<file path="config.mk">
export PLATFORM = sky130hd
export DESIGN_NAME = i2c_cmd_queue
export DESIGN_NICKNAME = d
export VERILOG_FILES = /design/src/rtl/i2c_cmdq_pkg.sv /design/src/rtl/i2c_cmdq_fifo.sv /design/src/rtl/i2c_cmdq_thresh.sv /design/src/rtl/i2c_cmd_queue.sv
export SDC_FILE = /design/constraint.sdc
export NUM_CORES = 1
export LEC_CHECK = 0
export BUFFER_PORTS_ARGS = -buffer_cell sky130_fd_sc_hd__buf_2
export CAP_MARGIN = 20
export CORE_MARGIN = 1.5
export CORE_UTILIZATION = 50
export DETAILED_ROUTE_END_ITERATION = 10
export GPL_ROUTABILITY_DRIVEN = 1
export GPL_TIMING_DRIVEN = 0
export HOLD_SLACK_MARGIN = 0.03
export PLACE_DENSITY_LB_ADDON = 0.05
export SYNTH_ARGS = -nofsm -noshare
export SYNTH_HDL_FRONTEND = slang
export SYNTH_SLANG_ARGS = --single-unit
</file>
<file path="constraint.sdc">
create_clock -name clk -period 7.8 [get_ports clk]
set_clock_uncertainty 0.15 [all_clocks]
set_input_delay 0.78 -clock clk [delete_from_list [all_inputs] [get_ports clk]]
set_output_delay 0.78 -clock clk [all_outputs]
set_load 0.005 [all_outputs]
</file>
<file path="src/rtl/i2c_cmdq_pkg.sv">
package i2c_cmdq_pkg;
   localparam int LVL_W    = 9;
   localparam int BYTE_W   = 8;
   localparam int CMD_W    = BYTE_W + 1;
   localparam int READ_BIT = BYTE_W;
   localparam int MAX_DEPTH = 256;

   typedef logic [LVL_W-1:0]  level_t;
   typedef logic [CMD_W-1:0]  cmd_t;
   typedef logic [BYTE_W-1:0] byte_t;

   // A read request keeps only its marker bit; the byte field is cleared.
   function automatic cmd_t normalize_cmd(input cmd_t c);
      return c[READ_BIT] ? cmd_t'(1 << READ_BIT) : c;
   endfunction
endpackage

</file>
<file path="src/rtl/i2c_cmdq_fifo.sv">
module i2c_cmdq_fifo
   import i2c_cmdq_pkg::*;
#(
   parameter int WIDTH = 8,
   parameter int DEPTH = 8
) (
   input  logic             clk,
   input  logic             rst_n,
   input  logic             flush,
   input  logic             push,
   input  logic [WIDTH-1:0] din,
   input  logic             pop,
   output logic [WIDTH-1:0] dout,
   output logic             empty,
   output logic             full,
   output level_t           level
);
   localparam int PTR_W = (DEPTH > 1) ? $clog2(DEPTH) : 1;
   localparam bit POW2  = ((DEPTH & (DEPTH - 1)) == 0);

   logic [WIDTH-1:0] mem [DEPTH];
   logic [PTR_W-1:0] wr_ptr, rd_ptr, wr_nxt, rd_nxt;
   level_t           count;
   logic             do_push, do_pop;

   generate
      if (POW2) begin : g_wrap_pow2
         assign wr_nxt = wr_ptr + 1'b1;
         assign rd_nxt = rd_ptr + 1'b1;
      end else begin : g_wrap_mod
         assign wr_nxt = (wr_ptr == PTR_W'(DEPTH - 1)) ? '0 : wr_ptr + 1'b1;
         assign rd_nxt = (rd_ptr == PTR_W'(DEPTH - 1)) ? '0 : rd_ptr + 1'b1;
      end
   endgenerate

   assign empty   = (count == '0);
   assign full    = (count == LVL_W'(DEPTH));
   assign do_push = push && !full;
   assign do_pop  = pop && !empty;
   assign dout    = mem[rd_ptr];
   assign level   = count;

   always_ff @(posedge clk) begin
      if (!rst_n || flush) begin
         wr_ptr <= '0;
         rd_ptr <= '0;
         count  <= '0;
      end else begin
         if (do_push) wr_ptr <= wr_nxt;
         if (do_pop)  rd_ptr <= rd_nxt;
         count <= count + level_t'(do_push) - level_t'(do_pop);
      end
   end

   always_ff @(posedge clk) begin
      if (do_push && !flush) mem[wr_ptr] <= din;
   end
endmodule

</file>
<file path="src/rtl/i2c_cmdq_thresh.sv">
module i2c_cmdq_thresh
   import i2c_cmdq_pkg::*;
#(
   parameter int THR_W = 8
) (
   input  level_t           tx_level,
   input  level_t           rx_level,
   input  logic [THR_W-1:0] tx_thresh,
   input  logic [THR_W-1:0] rx_thresh,
   output logic             tx_low,
   output logic             rx_high
);
   level_t tx_lim, rx_lim;

   assign tx_lim  = LVL_W'(tx_thresh);
   assign rx_lim  = LVL_W'(rx_thresh);
   assign tx_low  = (tx_level <= tx_lim);
   assign rx_high = (rx_level >  rx_lim);
endmodule

</file>
<file path="src/rtl/i2c_cmd_queue.sv">
module i2c_cmd_queue
   import i2c_cmdq_pkg::*;
#(
   parameter int TX_DEPTH = 8,
   parameter int RX_DEPTH = 8,
   parameter int THR_W    = 8
) (
   input  logic             clk,
   input  logic             rst_n,
   input  logic             wr_en,
   input  logic [8:0]       wr_data,
   input  logic             rd_en,
   output logic [7:0]       rd_data,
   input  logic [THR_W-1:0] tx_thresh,
   input  logic [THR_W-1:0] rx_thresh,
   input  logic             abort,
   output logic             eng_cmd_valid,
   input  logic             eng_cmd_ready,
   output logic [8:0]       eng_cmd_data,
   input  logic             eng_rx_valid,
   input  logic [7:0]       eng_rx_data,
   output logic [8:0]       tx_level,
   output logic [8:0]       rx_level,
   output logic             tx_empty_flag,
   output logic             rx_full_flag,
   output logic             tx_overflow,
   output logic             rx_underflow,
   output logic             rx_overflow,
   output logic [31:0]      depth_info
);
   localparam logic [31:0] DEPTH_WORD =
      {8'h00, 8'(TX_DEPTH - 1), 8'(RX_DEPTH - 1), 8'h00};

   generate
      if (TX_DEPTH < 2 || TX_DEPTH > MAX_DEPTH) begin : g_bad_tx_depth
         $error("TX_DEPTH must lie in 2..256");
      end
      if (RX_DEPTH < 2 || RX_DEPTH > MAX_DEPTH) begin : g_bad_rx_depth
         $error("RX_DEPTH must lie in 2..256");
      end
      if (THR_W < 1 || THR_W > LVL_W) begin : g_bad_thr_w
         $error("THR_W must lie in 1..9");
      end
   endgenerate

   cmd_t   tx_in, tx_head;
   byte_t  rx_head;
   logic   tx_empty_i, tx_full_i, rx_empty_i, rx_full_i;
   level_t tx_lvl_i, rx_lvl_i;
   logic   tx_ovf_q, rx_unf_q, rx_ovf_q;

   assign tx_in = normalize_cmd(wr_data);

   i2c_cmdq_fifo #(.WIDTH(CMD_W), .DEPTH(TX_DEPTH)) u_txq (
      .clk   (clk),
      .rst_n (rst_n),
      .flush (abort),
      .push  (wr_en && !abort),
      .din   (tx_in),
      .pop   (eng_cmd_ready && !abort),
      .dout  (tx_head),
      .empty (tx_empty_i),
      .full  (tx_full_i),
      .level (tx_lvl_i)
   );

   i2c_cmdq_fifo #(.WIDTH(BYTE_W), .DEPTH(RX_DEPTH)) u_rxq (
      .clk   (clk),
      .rst_n (rst_n),
      .flush (abort),
      .push  (eng_rx_valid && !abort),
      .din   (eng_rx_data),
      .pop   (rd_en && !abort),
      .dout  (rx_head),
      .empty (rx_empty_i),
      .full  (rx_full_i),
      .level (rx_lvl_i)
   );

   i2c_cmdq_thresh #(.THR_W(THR_W)) u_thr (
      .tx_level  (tx_lvl_i),
      .rx_level  (rx_lvl_i),
      .tx_thresh (tx_thresh),
      .rx_thresh (rx_thresh),
      .tx_low    (tx_empty_flag),
      .rx_high   (rx_full_flag)
   );

   always_ff @(posedge clk) begin
      if (!rst_n) begin
         tx_ovf_q <= 1'b0;
         rx_unf_q <= 1'b0;
         rx_ovf_q <= 1'b0;
      end else begin
         tx_ovf_q <= wr_en        && !abort && tx_full_i;
         rx_unf_q <= rd_en        && !abort && rx_empty_i;
         rx_ovf_q <= eng_rx_valid && !abort && rx_full_i;
      end
   end

   assign eng_cmd_valid = !tx_empty_i && !abort;
   assign eng_cmd_data  = tx_head;
   assign rd_data       = rx_empty_i ? '0 : rx_head;
   assign tx_level      = tx_lvl_i;
   assign rx_level      = rx_lvl_i;
   assign tx_overflow   = tx_ovf_q;
   assign rx_underflow  = rx_unf_q;
   assign rx_overflow   = rx_ovf_q;
   assign depth_info    = DEPTH_WORD;
endmodule

</file>
Word level (Yosys, flattened, before mapping)

Memories as Yosys holds them, arrays and structs flattened. A register that Yosys moved wholly into a read port is not among the register bits.
Index checks and enable logic that the tools add are counted.

Add/sub/neg operators: 8
$lt $le $gt $ge: 2
Equality and inequality tests: 2
Mux-type cells: 10
Reduce and logical (&&, ||, !) cells: 23

Operator list:

| cell                                                            | count |
|---|---|
| 9-bit by 1-bit adder with 9-bit output                          | 2 |
| 9-bit by 4-bit == test with 1-bit output, second input constant | 2 |
| 9-bit logical NOT                                               | 2 |
| 9-bit by 1-bit subtractor with 9-bit output                     | 2 |
| 1-bit logical AND                                               | 14 |
| 3-bit by 1-bit adder with 3-bit output, second input constant   | 4 |
| 3-bit 2-to-1 mux                                                | 4 |
| 9-bit by 8-bit greater-than comparator with 1-bit output        | 1 |
| 9-bit by 8-bit less-or-equal comparator with 1-bit output       | 1 |
| 9-bit 2-to-1 mux                                                | 1 |
| 8-bit 2-to-1 mux                                                | 1 |
| 1-bit logical NOT                                               | 6 |
| 1-bit 2-to-1 mux                                                | 4 |
| 1-bit logical OR                                                | 1 |

Register bits: 33
Bits in writable memories: 136
Input port bits: 40
Output and inout port bits: 73
Memories: 2

Memories:

| memory    | depth | width | rd ports | clocked after memory_dff | wr ports | RTL line            | source |
|---|---|---|---|---|---|---|---|
| u_txq.mem | 8     | 9     | 1        | 1                        | 1        | i2c_cmdq_fifo.sv:21 | `logic [WIDTH-1:0] mem [DEPTH];` |
| u_rxq.mem | 8     | 8     | 1        | 1                        | 1        | i2c_cmdq_fifo.sv:21 |  |

Longest topological paths before layout

Gate-level depths: netlist of the first run.

Depth in word-level cells: 6
Gate-level depth with buffers: 14
Gate-level depth less buffers: 14

By module

Synthesis of the first run repeated with hierarchy kept, for this count alone.

Cell total of the unflattened synthesis: 597
Area total of the unflattened synthesis: 8479.4 µm²

Modules (own cells, without submodules):

| module                | times used | cells an instance | area each (µm²) | seq. area each (µm²) |
|---|---|---|---|---|
| i2c_cmdq_fifo (u_txq) | 1          | 245               | 3940.0          | 2522.4 |
| i2c_cmdq_fifo (u_rxq) | 1          | 234               | 3632.2          | 2282.2 |
| i2c_cmd_queue         | 1          | 61                | 491.7           | 60.1 |
| i2c_cmdq_thresh       | 1          | 57                | 415.4           | 0.0 |

Least setup slack after synthesis of the first run

OpenSTA, ideal clock, no wires.

Path kind: register to register
Start: register u_rxq.count[4], in the netlist u_rxq.level[4]
End: register u_rxq.count[8], in the netlist u_rxq.level[8]
Library setup time: 0.128 ns
Arrival time: 2.821 ns
Path slack: 4.701 ns
Stages on the path, launching flop included: 14
Buffers on the path: 0
Period minus slack after synthesis: 3.099 ns
Cells stage by stage: dfxtp_1 > inv_1 > ha_1 > and4bb_2 > a311oi_4 > ha_1 > inv_1 > ha_1 > fa_1 > a211o_1 > a31oi_1 > o31ai_1 > xnor2_1 > nor2_1

Elaborated cells between the ends (all ways): 8

RTL lines:

| what                                        | RTL line            | source |
|---|---|---|
| start, declared                             | i2c_cmdq_fifo.sv:23 | `level_t count;` |
| start signal, assigned                      | i2c_cmdq_fifo.sv:51 | `count <= count + level_t'(do_push) - level_t'(do_pop);` |
| 9-bit logical NOT                           | i2c_cmdq_fifo.sv:36 | `assign empty = (count == '0);` |
| 1-bit logical NOT                           | i2c_cmdq_fifo.sv:39 | `assign do_pop = pop && !empty;` |
| 1-bit logical AND                           | i2c_cmdq_fifo.sv:39 |  |
| net u_rxq.do_pop                            | i2c_cmdq_fifo.sv:24 | `logic do_push, do_pop;` |
| 9-bit by 1-bit subtractor with 9-bit output | i2c_cmdq_fifo.sv:51 |  |

The timed path passes the listed nets, and every way through them passes these cells.
A chain may end at the register's enable or synchronous reset.

Worst setup path after layout of the first run

Start: register u_txq.count[4], in the netlist u_txq.level[4]
End: register u_txq.count[8], in the netlist u_txq.level[8]

Cells in the longest elaborated chain, start to end: 5
Elaborated cells between the ends (all ways): 8

RTL lines:

| what                                            | RTL line            | source |
|---|---|---|
| start, declared                                 | i2c_cmdq_fifo.sv:23 |  |
| start signal, assigned                          | i2c_cmdq_fifo.sv:51 |  |
| 9-bit by 4-bit == test with 1-bit output        | i2c_cmdq_fifo.sv:37 | `assign full = (count == LVL_W'(DEPTH));` |
| 1-bit logical NOT                               | i2c_cmdq_fifo.sv:38 | `assign do_push = push && !full;` |
| 1-bit logical AND                               | i2c_cmdq_fifo.sv:38 |  |
| 9-bit by 1-bit adder with 9-bit output          | i2c_cmdq_fifo.sv:51 |  |
| 9-bit by 1-bit subtractor with 9-bit output (*) | i2c_cmdq_fifo.sv:51 |  |

Every way passes the cells marked *; elsewhere a longest branch is shown, timed or not.

==> impl_summary.md, run 1 <==
Power
Summed over all cells, the static leakage comes to ~3.7 nW. Power spread over the standard cell area amounts to 274 nW/um^2. The largest vdd supply drop is ~0.15 mV.

Worst setup path
The startpoint-to-endpoint class of the critical path is flop to flop. The startpoint identified for the worst register-to-register timing path is u_txq.level[4]$_SDFF_PP0_. The kind of cell adding the most delay to the critical path is compound AO/OA/AOI/OAI gates.

The worst register-to-register path has a depth of 14. Counting both buffers and inverters, the worst setup path holds a total of 2. STA classifies the critical path startpoint as a flop. The arrival time of data at the critical path endpoint is ~3.9 ns.

The required time of the critical path is slightly below 8 ns. Traced cell by cell, the critical path runs through inv_1 -> ha_1 -> nor4b_2 -> a31oi_1 -> nand2_1 -> xnor2_1 -> ha_1 -> inv_1 -> fa_1 -> nor2b_1 -> o221ai_2 -> a211oi_1 -> or3_1 -> a21oi_1. For this design, the slowest cell found on the critical path is sky130_fd_sc_hd__dfxtp_1.

Of all nets on the critical path, the largest fanout is 5. The critical register-to-register path endpoint is u_txq.level[8]$_SDFF_PP0_. The worst setup path is captured at a flop. In this design, the stage delay of the slowest critical-path cell is between 0.4 and 0.5 ns. The register-to-register setup slack is 4.09 ns.

GRT
The via count of the first global-routing pass is around 4800. For this run the aggregate overflow at the end of global routing stands at 0. The initial antenna violation count is 0. For this run, the total global-route usage over all layers was measured as about a fifth. The global-route wire length before repair is approximately 25000 um. Entering global routing, the biggest net connects 17 pins.

STA
The total count of max-transition violations in the final report is 0. The setup total negative slack is 0 ns. The setup-violating endpoint count in the final report is 0. Setup repair after global routing left no endpoint under its margin.

The final number of hold-violating endpoints was 0. Headroom to the max-slew limit came out at 34.0%. The final critical delay including setup and external delays is roughly 3.7 ns.

The portion of the clock cycle consumed by the worst path in the final layout is a little under half. For this run, the top clock speed supported by timing is around 270 MHz. For the pin with the worst max-slew slack, the measured transition is about 0.99 ns. The worst-case setup margin in the final layout is approximately 4.1 ns.

Clock tree
Clock latency on the worst-skew pair, taken at its later pin, is about 0.43 ns. The post-CTS setup buffer count is 0. The clock edge transition at the registers on the reported setup and hold paths is 0.06 ns.

The TritonCTS clock tree is done. CTS built an H-tree with a depth of 4. For this design, the sink count on the clock tree is ~180. The cell sitting at the root of the clock tree is a sky130_fd_sc_hd__clkbuf_16. The number of hold buffers added after CTS was 0. The number of gates resized after cts is 0. The number of buffers created by CTS is 17. The clock tree buffer depth is 2.

Synthesis
In this run the cell area of the synthesized design comes to 8160 um^2. Synthesis inferred ~180 register bits. The count of flip-flops with a built-in enable after synthesis is around 140. After synthesis, the share of flip-flops with an asynchronous set or reset is 0%. The number of distinct library cells after synthesis is 55.

The number of warnings issued by yosys is 0. The sequential area share after synthesis is approximately three fifths. The most instantiated flip-flop cell in the synthesis netlist is sky130_fd_sc_hd__edfxtp_1. The post-synthesis area per instance is between 10 and 15 um^2. After technology mapping, the gate count stands at 555.

Final layout
In the final layout, the share of cells above drive strength 1 is between 20% and 30%. The library cell used most frequently in the layout, excluding fill and tap cells, is sky130_fd_sc_hd__edfxtp_1. Cells fill 60.2% of the core in the end. The antenna diode count is 0.

The area growth from synthesis to layout is 17.7%. At the end of the flow, the number of nets in the layout was between 700 and 800. The top cell types in the final layout, fill and taps aside, are sky130_fd_sc_hd__edfxtp_1, sky130_fd_sc_hd__buf_2, sky130_fd_sc_hd__ha_1, sky130_fd_sc_hd__inv_1, sky130_fd_sc_hd__buf_4.

Once layout is complete, the cells apart from fillers number a little over 900.

Min path
The worst hold path begins at u_txq.rd_ptr[2]$_SDFFE_PP0P_. The worst hold path was traced through 2 stages. The type of the worst min-delay path is flop to flop. The path with the worst hold slack has its endpoint at u_txq.rd_ptr[2]$_SDFFE_PP0P_.

Die
The initial standard-cell utilization of the core is 51.2%. The die is roughly 130 um wide. The floorplan step defined a die boundary enclosing roughly 17000 um^2.

The total area inside the core boundary comes to between 15000 and 20000 um^2. The top-level port count is between 100 and 150. After floorplanning, the core was divided into between 40 and 50 placement rows.

Measured along the y axis, the die boundary spans around 130 um.

Route
The count of nets left with antenna violations once routing finished came out at 0. In this run, the number of DRC markers left after iteration 0 of detailed routing was 202. The number of detailed-route iterations in the first pass is 4. The vias after detailed routing is about 4700. Dividing the detail-routed wire length by the instance count gives approximately 17 um. After detailed routing, the number of remaining DRC violations is 0. The aggregate routed wire length is roughly 16000 um. The number of vias per cell after detailed routing is 5.16.

Placement
The total half-perimeter wirelength after legalization and detailed placement is around 11000 um. Routability-driven placement finished with a final weighted congestion of 0.829. Prior to clock tree synthesis, the placed netlist has a worst setup slack of 4.09 ns. In this run, placement finished with an instance count of about 900. The count of buffers added on input and output ports is 80.

Run status
The flow ran to the end, and the final reports show no timing, DRC or antenna violations.

Job
Across the run, the number of max-cap violations was 0.
-- cells by family (layout without fill, tap and decap cells) --
| logic type | count (synthesis) | in the layout | synth area share [%] |
|---|---|---|---|
| flops | 175 | 175 | 59.6 |
| compound gates | 53 | 53 | 4.61 |
| simple gates | 113 | 113 | 7.36 |
| fa+ha+maj | 47 | 47 | 7.39 |
| mux | 53 | 53 | 12.7 |
| xor+xnor | 20 | 20 | 2.15 |
| other cells | 2 | 32 | 0.0920 |
| buf+inv | 92 | 210 | 6.12 |
-- state kept, by name (all words and copies together), names as in the netlist, named ones only --
name          cells
rx_underflow      1
u_rxq.wr_ptr      3
u_rxq.rd_ptr      3
u_txq.mem        72
u_rxq.mem        64
u_txq.rd_ptr      3
u_txq.level       9
u_txq.wr_ptr      3
tx_overflow       1
u_rxq.level       9
rx_overflow       1
-- cell type report --
cell class	count	area (um^2)
Clock inverter	13	106
Sequential cell	175	4860
Multi-Input combinational cell	318	2980
Clock buffer	18	429
Inverter	43	161
Buffer	49	338
Tap cell	216	270
Fill cell	1260	6340
Timing Repair Buffer	87	453
-- metal layers --
metal / vias up / wire, um / part of all wire [%] / global-route usage, %
li1: 2298 / - / - / -
met1: 2337 / 6890 / 44 / 23.8
met2: 96 / 8080 / 52 / 35.3
met3: 14 / 522 / 3.3 / 4.68
met4: 0 / 170 / 1.1 / 5.82
met5: - / 0 / 0 / 0
-- worst max-delay path by stage --
stage,endpoint,slack (ns),startpoint,cells past startpoint
after detailed placement,u_txq.level[8]$_SDFF_PP0_,4.09,u_txq.level[4]$_SDFF_PP0_,14
after global placement,u_txq.mem[2][7]$_DFFE_PP_,4.07,abort,3
after global routing,u_txq.level[8]$_SDFF_PP0_,3.82,u_txq.level[4]$_SDFF_PP0_,14
after floorplan,u_rxq.level[8]$_SDFF_PP0_,4.70,u_rxq.level[4]$_SDFF_PP0_,13
after CTS,u_txq.level[8]$_SDFF_PP0_,4.08,u_txq.level[4]$_SDFF_PP0_,14
final,u_txq.level[8]$_SDFF_PP0_,4.09,u_txq.level[4]$_SDFF_PP0_,14
-- worst register-to-register path, cell delays in order (launching register included) --
cell and delay, ns:
sky130_fd_sc_hd__dfxtp_1 0.46, sky130_fd_sc_hd__inv_1 0.10, sky130_fd_sc_hd__ha_1 0.23, sky130_fd_sc_hd__nor4b_2 0.17
sky130_fd_sc_hd__a31oi_1 0.45, sky130_fd_sc_hd__nand2_1 0.22, sky130_fd_sc_hd__xnor2_1 0.18, sky130_fd_sc_hd__ha_1 0.21
sky130_fd_sc_hd__inv_1 0.06, sky130_fd_sc_hd__fa_1 0.38, sky130_fd_sc_hd__nor2b_1 0.26, sky130_fd_sc_hd__o221ai_2 0.18
sky130_fd_sc_hd__a211oi_1 0.30, sky130_fd_sc_hd__or3_1 0.16, sky130_fd_sc_hd__a21oi_1 0.06
-- power by group --
part	switching (mW)	internal, mW
Sequential	0.0433	1.05
Combinational	0.400	0.370
Clock	0.363	0.412
Total	0.807	1.83
-- cell usage after synthesis, types with 2 or more instances --
master / number / area share [%]
sky130_fd_sc_hd__a2111oi_0: 4 / 0.43
sky130_fd_sc_hd__a211oi_1: 4 / 0.37
sky130_fd_sc_hd__a21o_1: 5 / 0.46
sky130_fd_sc_hd__a21oi_1: 17 / 1.0
sky130_fd_sc_hd__a31oi_1: 3 / 0.23
sky130_fd_sc_hd__and2_1: 3 / 0.23
sky130_fd_sc_hd__buf_1: 3 / 0.14
sky130_fd_sc_hd__buf_2: 5 / 0.31
sky130_fd_sc_hd__buf_4: 33 / 3.0
sky130_fd_sc_hd__clkbuf_1: 6 / 0.28
sky130_fd_sc_hd__conb_1: 2 / 0.092
sky130_fd_sc_hd__dfxtp_1: 39 / 9.6
sky130_fd_sc_hd__edfxtp_1: 136 / 50
sky130_fd_sc_hd__fa_1: 2 / 0.49
sky130_fd_sc_hd__ha_1: 45 / 6.9
sky130_fd_sc_hd__inv_1: 41 / 1.9
sky130_fd_sc_hd__inv_2: 2 / 0.092
sky130_fd_sc_hd__mux2_2: 9 / 1.2
sky130_fd_sc_hd__mux2i_1: 10 / 1.2
sky130_fd_sc_hd__mux4_1: 18 / 5.8
sky130_fd_sc_hd__mux4_2: 16 / 4.4
sky130_fd_sc_hd__nand2_1: 14 / 0.64
sky130_fd_sc_hd__nand2b_1: 5 / 0.38
sky130_fd_sc_hd__nand3_1: 6 / 0.37
sky130_fd_sc_hd__nand4_1: 3 / 0.23
sky130_fd_sc_hd__nor2_1: 37 / 1.7
sky130_fd_sc_hd__nor2b_1: 11 / 0.84
sky130_fd_sc_hd__nor3_1: 13 / 0.80
sky130_fd_sc_hd__nor3b_1: 4 / 0.37
sky130_fd_sc_hd__nor4_1: 2 / 0.15
sky130_fd_sc_hd__nor4b_1: 4 / 0.43
sky130_fd_sc_hd__o21a_1: 2 / 0.18
sky130_fd_sc_hd__o21ai_0: 5 / 0.31
sky130_fd_sc_hd__o21bai_1: 5 / 0.46
sky130_fd_sc_hd__o31ai_1: 2 / 0.18
sky130_fd_sc_hd__or3_1: 2 / 0.15
sky130_fd_sc_hd__xnor2_1: 12 / 1.3
sky130_fd_sc_hd__xor2_1: 8 / 0.86
-- through the flow --
step | power (mW) | hold slack, ns | instance area (um^2)
2_1_floorplan | 1.66 | 0.312 | 8270
3_5_place_dp | 1.88 | 0.332 | 9070
3_3_place_gp | 1.85 | 0.319 | 8940
5_1_grt | 2.79 | 0.390 | 9610
6_report | 2.63 | 0.361 | 9610
4_1_cts | 2.66 | 0.355 | 9610
Note: power is estimated with default switching activity, not from simulation.
==> run 2: changes to the inputs <==
clock period = 3.43 ns   (was 7.8 ns; I/O delays follow)
==> run 2 against run 1 <==
  * Clock power up 130%
  * Die area stayed put
  * Final cell count grew 1.4%
  * Routed wire length is 0.77% higher
  * Setup slack got worse by 3.9 ns
  * Maximum frequency grew 14%
  * Highest routed layer unchanged
==> impl_summary.md, run 2 (synthesis gave the netlist of run 1 again) <==
Route
The number of vias per cell after detailed routing came to 5.15 (-0.27%). The routed length on met2 is 8170 um (+1.0%). The aggregate routed wire length is 15800 um (+0.77%).

The vias after detailed routing is 4799 (+1.1%). The number of detailed-route iterations in the first pass was 4 (unchanged). The total routed wire length on the met1 layer is 6910 um (+0.29%). The highest metal layer with signal wires is met4. The remaining design rule violation count was 0 (unchanged).

The met3 layer wire length in the routed design is 533 um (+2.1%). The count of nets left with antenna violations after detail routing is 0 (unchanged). The detail-routed net length per standard cell is 16.9 um (-0.64%). The number of DRC markers in iteration 0 was 225 (+11%).

Die
The die footprint is 17100 um^2 (unchanged). The floorplan row count was 46 (unchanged). The initial standard-cell utilization of the core was 51.2% (unchanged). The die width was 131 um (unchanged). The top-level port count is 113 (unchanged). The core footprint was 15900 um^2 (unchanged). The height of the die is 131 um (unchanged).

Final layout
The utilization after layout is 61.1% (+0.86 points). The top cell types in the final layout, fill and taps aside, are sky130_fd_sc_hd__edfxtp_1, sky130_fd_sc_hd__buf_2, sky130_fd_sc_hd__buf_4, sky130_fd_sc_hd__ha_1, sky130_fd_sc_hd__inv_1. In the final layout, the registers with the most flip-flops are u_txq.mem: 72 flops, u_rxq.mem: 64 flops.

The antenna diode count is 0 (unchanged). The total number of nets in the final design was 791 (+1.7%). The fraction of layout instances using a drive strength above 1 is 29.7% (+1.0 points). The number of flip-flops under the largest register name is 72 (unchanged). The final standard cell count with taps included and fillers excluded is 932 (+1.4%). The leading cell type in the layout, fill and taps excluded is sky130_fd_sc_hd__edfxtp_1. The count of filler cells inserted in the layout is 1248 (-0.95%).

u_txq.mem holds more flip-flops than any other register. From synthesis to final layout, the design area changed by 19.4%.

GRT
The maximum number of pins on one net before global-route repair is 17 (unchanged). The total global routing track utilization is 19.8% (+0.071 points). The global-route wire length before repair is 24700 um (+0.37%). The initial antenna violation count is 0 (unchanged). The total global routing overflow came to 0 (unchanged). The via count of the first global-routing pass came to 4773 (+0.32%).

STA
The total count of max-transition violations in the final report was 0 (unchanged). The maximum frequency from static timing analysis was 308 MHz (+14%). The portion of the clock cycle consumed by the worst path in the final layout was 94.6% (+47 points). The final critical delay including setup and external delays was 3.24 ns (-0.465 ns). Setup repair after global routing left no endpoint under its margin. The relative slew slack is 33.5% (-0.48 points). The actual slew at the worst max-slew pin is 0.994 ns (+0.00717 ns). The worst-case setup margin in the final layout is 0.187 ns (-3.90 ns). The final number of hold-violating endpoints is 0 (unchanged). The worst hold slack is 0.0512 ns (-0.310 ns). The setup-violating endpoint count in the final report is 0 (unchanged).

Worst setup path
The depth of the most critical reg-to-reg path is 13 (-1). The startpoint of the most critical setup path is u_rxq.level[4]$_SDFF_PP0_. The worst setup path is of the flop to flop kind. In this run the worst setup path terminates at u_rxq.level[8]$_SDFF_PP0_. The required time of the critical path is 3.57 ns (-4.37 ns). The register-to-register setup slack was 0.19 ns (-3.90 ns). The maximum fanout along the worst path was 4 (-1). The critical register-to-register path endpoint is u_rxq.level[8]$_SDFF_PP0_.

In this run the critical register-to-register path is launched from u_rxq.level[4]$_SDFF_PP0_. The startpoint class of the critical path is a flop. The arrival time of data at the critical path endpoint came to 3.39 ns (-0.46 ns).

The element type at the critical path end is a flop.

Power
The cell leakage power was 3.77 nW (+1.7%). The clock share of power came to 29.0% (-0.4 points). The switching share of total power is 30.7% (+0.081 points).

The largest vdd supply drop is 0.343 mV (+130%). The internal cell power is 4.20 mW (+130%). The switching power summed over all nets is 1.86 mW (+130%). The sequential power share is 40.9% (-0.5 points). The overall power consumption is 6.06 mW (+130%). The power per unit of standard cell area was 622 nW/um^2 (+130%).

The combinational share of power was 30.1% (+0.9 points).

Clock tree
The clock tree buffer depth is 2 (unchanged). The TritonCTS clock tree is done. The library cell used as clock root buffer is sky130_fd_sc_hd__clkbuf_16. The number of H-tree branching levels is 4 (unchanged). The total number of clock tree sinks is 175 (unchanged). The clock latency on the worst-skew pair is 0.43 ns (about the same).

The clock edge transition at the registers on the reported setup and hold paths is 0.07 ns (about the same). The number of buffers created by CTS is 17 (unchanged).

Placement
The pre-CTS setup slack was -0.278 ns (-4.37 ns). The count of port buffers added during placement is 80 (unchanged). The total half-perimeter wirelength after legalization and detailed placement is 11100 um (unchanged). The final weighted congestion of routability-driven global placement is 0.829 (unchanged).

The cell total after placement is 888 (unchanged).

Run status
The run finished with clean final reports.

Job
The number of max-capacitance violations reported came to 0 (unchanged).

Min path
The worst hold path belongs to the class primary input to flop.
==> run 2: cell types whose count changed in the layout (fill, tap and decap cells not counted), moves of 2 or more <==
cell | before | now
sky130_fd_sc_hd__dlygate4sd3_1 | 0 | 8
sky130_fd_sc_hd__buf_4 | 40 | 45
sky130_fd_sc_hd__dfxtp_1 | 39 | 37
sky130_fd_sc_hd__dfxtp_2 | 0 | 2
==> run 2: layout make-up <==
class	count	area [um^2]	area share, %
multi-input combinational	318	3000	30.8
timing repair buffer	100	571	5.86
buffer	49	338	3.47
inverter	43	161	1.66
tap	216	270	2.77
sequential	175	4870	50.0
clock buffer	18	429	4.41
clock inverter	13	106	1.09
==> run 2: power groups by stage <==
| stage | logic (mW) | clock network [mW] | registers [mW] |
|---|---|---|---|
| after floorplan | 1.28 | 0 | 2.50 |
| after global placement | 1.69 | 0 | 2.52 |
| after detailed placement | 1.76 | 0 | 2.53 |
| after CTS | 1.80 | 1.80 | 2.48 |
| after global routing | 2.05 | 1.88 | 2.49 |
| final | 1.82 | 1.76 | 2.48 |
==> run 2: through the flow <==
step	area [um^2]	setup TNS, ns
finish	9740	0
global route	9740	0
CTS	9700	0
detailed placement	9070	-0.427
global placement	8940	-9.37
floorplan	8270	0
==> run 2: metal layers <==
metal / global-route usage (%) / vias to the layer above
met5: 0 / -
met4: 5.82 / 0
met3: 4.68 / 14
met2: 35.4 / 100
met1: 24.0 / 2363
li1: - / 2322
==> run 2: worst min path at each step <==
stage / startpoint / end / slack, ns / cells after the start
floorplan: eng_rx_data[0] / u_rxq.mem[0][0]$_DFFE_PP_ / 0.29 / 0
CTS: eng_rx_data[0] / u_rxq.mem[3][0]$_DFFE_PP_ / 0.03 / 1
global placement: u_txq.rd_ptr[1]$_SDFFE_PP0P_ / u_txq.rd_ptr[1]$_SDFFE_PP0P_ / 0.32 / 2
finish: eng_rx_data[0] / u_rxq.mem[3][0]$_DFFE_PP_ / 0.05 / 1
global route: eng_rx_data[0] / u_rxq.mem[3][0]$_DFFE_PP_ / 0.05 / 1
detailed placement: u_txq.rd_ptr[1]$_SDFFE_PP0P_ / flop / 0.33 / 2
==> run 2: repair_timing <==
action,in CTS,in global routing
pin swaps,1,2
gates resized for setup,1,5
endpoints found under the setup margin,2,4
buffers inserted,1,4
hold buffers,8,0
endpoints found under the hold margin,47,0
==> run 2: critical path, stage by stage, from the launching register on <==
cell and delay (ns):
sky130_fd_sc_hd__dfxtp_1 0.39, sky130_fd_sc_hd__inv_1 0.08, sky130_fd_sc_hd__ha_1 0.21, sky130_fd_sc_hd__and4bb_2 0.28, sky130_fd_sc_hd__a311oi_4 0.33, sky130_fd_sc_hd__ha_1 0.17, sky130_fd_sc_hd__inv_1 0.04, sky130_fd_sc_hd__ha_1 0.23
sky130_fd_sc_hd__fa_2 0.38, sky130_fd_sc_hd__a211o_1 0.34, sky130_fd_sc_hd__a31oi_1 0.20, sky130_fd_sc_hd__o31ai_1 0.10, sky130_fd_sc_hd__xnor2_1 0.16, sky130_fd_sc_hd__nor2_1 0.05
==> run 3: changes to the inputs <==
SLEW_MARGIN = 0   (was unset)
clock period = 2.7 ns   (was 3.43 ns; I/O delays follow)
==> run 3 against run 2 <==
  * The run now ends with setup timing left
  * Design area grew 4.7%
  * Count of clock-buffer cells in the layout is 1 lower
  * Critical path depth unchanged
  * Clock power rose by 39%
  * Largest cell class unchanged
  * Largest power group unchanged
==> impl_summary.md, run 3 (synthesis gave the netlist of run 1 again) <==
STA
Setup repair after global routing could not meet its margin everywhere. The final critical delay including setup and external delays is 2.93 ns (-0.317 ns). The worst-case setup margin in the final layout is -0.226 ns (-0.413 ns). The total count of max-transition violations in the final report came to 0 (unchanged). The portion of the clock cycle consumed by the worst path in the final layout is 108% (+14 points). The setup-violating endpoint count in the final report is 5 (+5). The actual slew at the worst max-slew pin is 0.962 ns (-0.0318 ns). The setup total negative slack is -0.829 ns (-0.829 ns). The final number of hold-violating endpoints is 0 (unchanged). The maximum frequency from static timing analysis is 342 MHz (+11%). The relative slew slack is 35.6% (+2.1 points).

Power
The power per unit of standard cell area is 814 nW/um^2 (+31%). The switching power summed over all nets is 2.57 mW (+38%). The switching share of total power came to 30.9% (+0.23 points).

The cell leakage power is 3.97 nW (+5.4%). The sequential power share is 38.1% (-2.8 points). The largest vdd supply drop is 0.434 mV (+27%). The internal cell power is 5.73 mW (+36%). The combinational share of power is 32.5% (+2.4 points). The clock share of power is 29.4% (+0.4 points). The overall power consumption is 8.30 mW (+37%).

Placement
The final weighted congestion of routability-driven global placement is 0.770 (-7.0%). The total half-perimeter wirelength after legalization and detailed placement is 11400 um (+2.2%). The count of port buffers added during placement is 80 (unchanged). The cell total after placement is 892 (+0.45%).

Final layout
The fraction of layout instances using a drive strength above 1 was 36.2% (+6.5 points). The count of filler cells inserted in the layout is 1210 (-3.0%). In the layout the commonest cells are sky130_fd_sc_hd__edfxtp_1, sky130_fd_sc_hd__buf_2, sky130_fd_sc_hd__buf_4, sky130_fd_sc_hd__ha_1, sky130_fd_sc_hd__nor2_1. The leading cell type in the layout, fill and taps excluded is sky130_fd_sc_hd__edfxtp_1. The number of flip-flops under the largest register name is 72 (unchanged). Ranked by flip-flop count, first place goes to u_txq.mem. The area growth from synthesis to layout is 24.9%.

The total number of nets in the final design is 814 (+2.9%). The utilization after layout is 64.0% (+2.8 points). The antenna diode count was 0 (unchanged). The final standard cell count with taps included and fillers excluded is 956 (+2.6%). The largest registers in the layout are u_txq.mem: 72 flops, u_rxq.mem: 64 flops.

Worst setup path
The maximum fanout along the worst path is 3 (-1). The depth of the most critical reg-to-reg path is 13 (unchanged). The startpoint class of the critical path is a flop.

The required time of the critical path came to 2.84 ns (-0.73 ns). On the critical path, the stage with the largest delay is an instance of sky130_fd_sc_hd__dfxtp_4. The startpoint-to-endpoint class of the critical path is flop to flop. The signal on the critical path passes through inv_4 -> ha_4 -> and4bb_2 -> a311oi_4 -> ha_1 -> inv_1 -> ha_2 -> fa_2 -> a211o_1 -> a31oi_1 -> o31ai_1 -> xnor2_1 -> nor2_1. The arrival time of data at the critical path endpoint was 3.06 ns (-0.33 ns). The biggest cell delay along the critical path is 0.36 ns (-0.03 ns).

The worst setup path is captured at a flop.

Die
The height of the die is 131 um (unchanged). The floorplan row count is 46 (unchanged). The top-level port count was 113 (unchanged). The die width is 131 um (unchanged). The die footprint is 17100 um^2 (unchanged).

The initial standard-cell utilization of the core is 51.2% (unchanged). The core footprint is 15900 um^2 (unchanged).

Route
The number of detailed-route iterations in the first pass was 4 (unchanged). The number of vias per cell after detailed routing is 5.13 (-0.34%). The vias after detailed routing is 4906 (+2.2%). The aggregate routed wire length is 16300 um (+3.6%). The count of nets left with antenna violations after detail routing was 0 (unchanged). The number of DRC markers in iteration 0 came to 213 (-5.3%). The detail-routed net length per standard cell is 17.1 um (+0.98%). The remaining design rule violation count came to 0 (unchanged).

GRT
The total global routing track utilization is 19.7% (-0.062 points). The global-route wire length before repair is 24900 um (+0.81%). The initial antenna violation count was 0 (unchanged). The total global routing overflow is 0 (unchanged). The via count of the first global-routing pass is 4830 (+1.2%). The maximum number of pins on one net before global-route repair is 19 (+2).

Clock tree
The tree is rooted in a sky130_fd_sc_hd__clkbuf_16. The total number of clock tree sinks was 175 (unchanged). The clock latency on the worst-skew pair is 0.42 ns (about the same). The number of buffers created by CTS is 17 (unchanged). The clock tree buffer depth is 2 (unchanged). TritonCTS built the clock tree. The clock edge transition at the registers on the reported setup and hold paths is 0.07 ns (about the same).

The number of H-tree branching levels is 4 (unchanged).

Run status
The run finished, with violations left. The checks that failed: setup timing.

Job
The number of max-capacitance violations reported is 0 (unchanged).

Min path
The worst hold path stage count is 1 (unchanged). The min-delay analysis places its worst path in the category primary input to flop.
-- run 3: path summary, 6_finish.rpt --
path / to / start / slack [ns]
worst min register to register: flop / u_txq.rd_ptr[1]$_SDFFE_PP0P_ / 0.35
worst min-delay path: u_txq.mem[6][8]$_DFFE_PP_ / wr_data[8] / 0.13
worst max register to register: u_rxq.level[8]$_SDFF_PP0_ / u_rxq.level[7]$_SDFF_PP0_ / -0.23
worst max-delay path: u_rxq.level[8]$_SDFF_PP0_ / u_rxq.level[7]$_SDFF_PP0_ / -0.23
-- run 3: power by group through the flow --
stage	sequential (mW)	clock [mW]	combinational (mW)
6_report	3.16	2.44	2.70
4_1_cts	3.15	2.48	2.63
2_1_floorplan	3.20	0	1.71
5_1_grt	3.17	2.59	2.99
3_3_place_gp	3.22	0	2.26
3_5_place_dp	3.22	0	2.33
-- run 3: area by class of cell --
type                       instances  area [um^2]  area share, %
sequential                       175         4890           48.0
tap                              216          270           2.65
multi-input combinational        318         3150           30.9
clock buffer                      17          425           4.17
buffer                            47          337           3.30
timing repair buffer             125          783           7.68
clock inverter                    15          174           1.71
inverter                          43          171           1.68
-- run 3: metrics by stage --
stage               setup WS [ns]  area [um^2]  hold WS, ns
finish                     -0.226        10200        0.132
global route               -0.357        10200        0.120
CTS                        -0.250        10100        0.112
global placement           -0.927         9010        0.319
floorplan                  -0.198         8340        0.219
detailed placement         -0.449         9170        0.338
-- run 3: timing repair --
action	CTS	global route
resized for setup	20	14
hold buffers	13	0
buffers inserted	15	7
hold endpoints to repair	68	0
setup endpoints to repair	60	42
pin swaps	23	9
-- run 3: critical path: cells and delay by family, from the launching register on --
kind | cells | cell delay [ns]
xor gates and xnor gates | 1 | 0.14
buffers and inverters | 2 | 0.09
and+or+nand+nor | 2 | 0.30
DFF | 1 | 0.36
adders and majority gates | 4 | 0.87
AOI/OAI and AO/OA | 4 | 0.89
-- run 3: per-layer routing --
metal | routed length, um | part of all wire (%) | vias to the layer above | track usage, %
li1 | - | - | 2376 | -
met3 | 471 | 2.9 | 15 | 4.32
met4 | 156 | 0.95 | 0 | 4.27
met2 | 8410 | 51 | 88 | 34.6
met1 | 7310 | 45 | 2427 | 25.4
met5 | 0 | 0 | - | 0
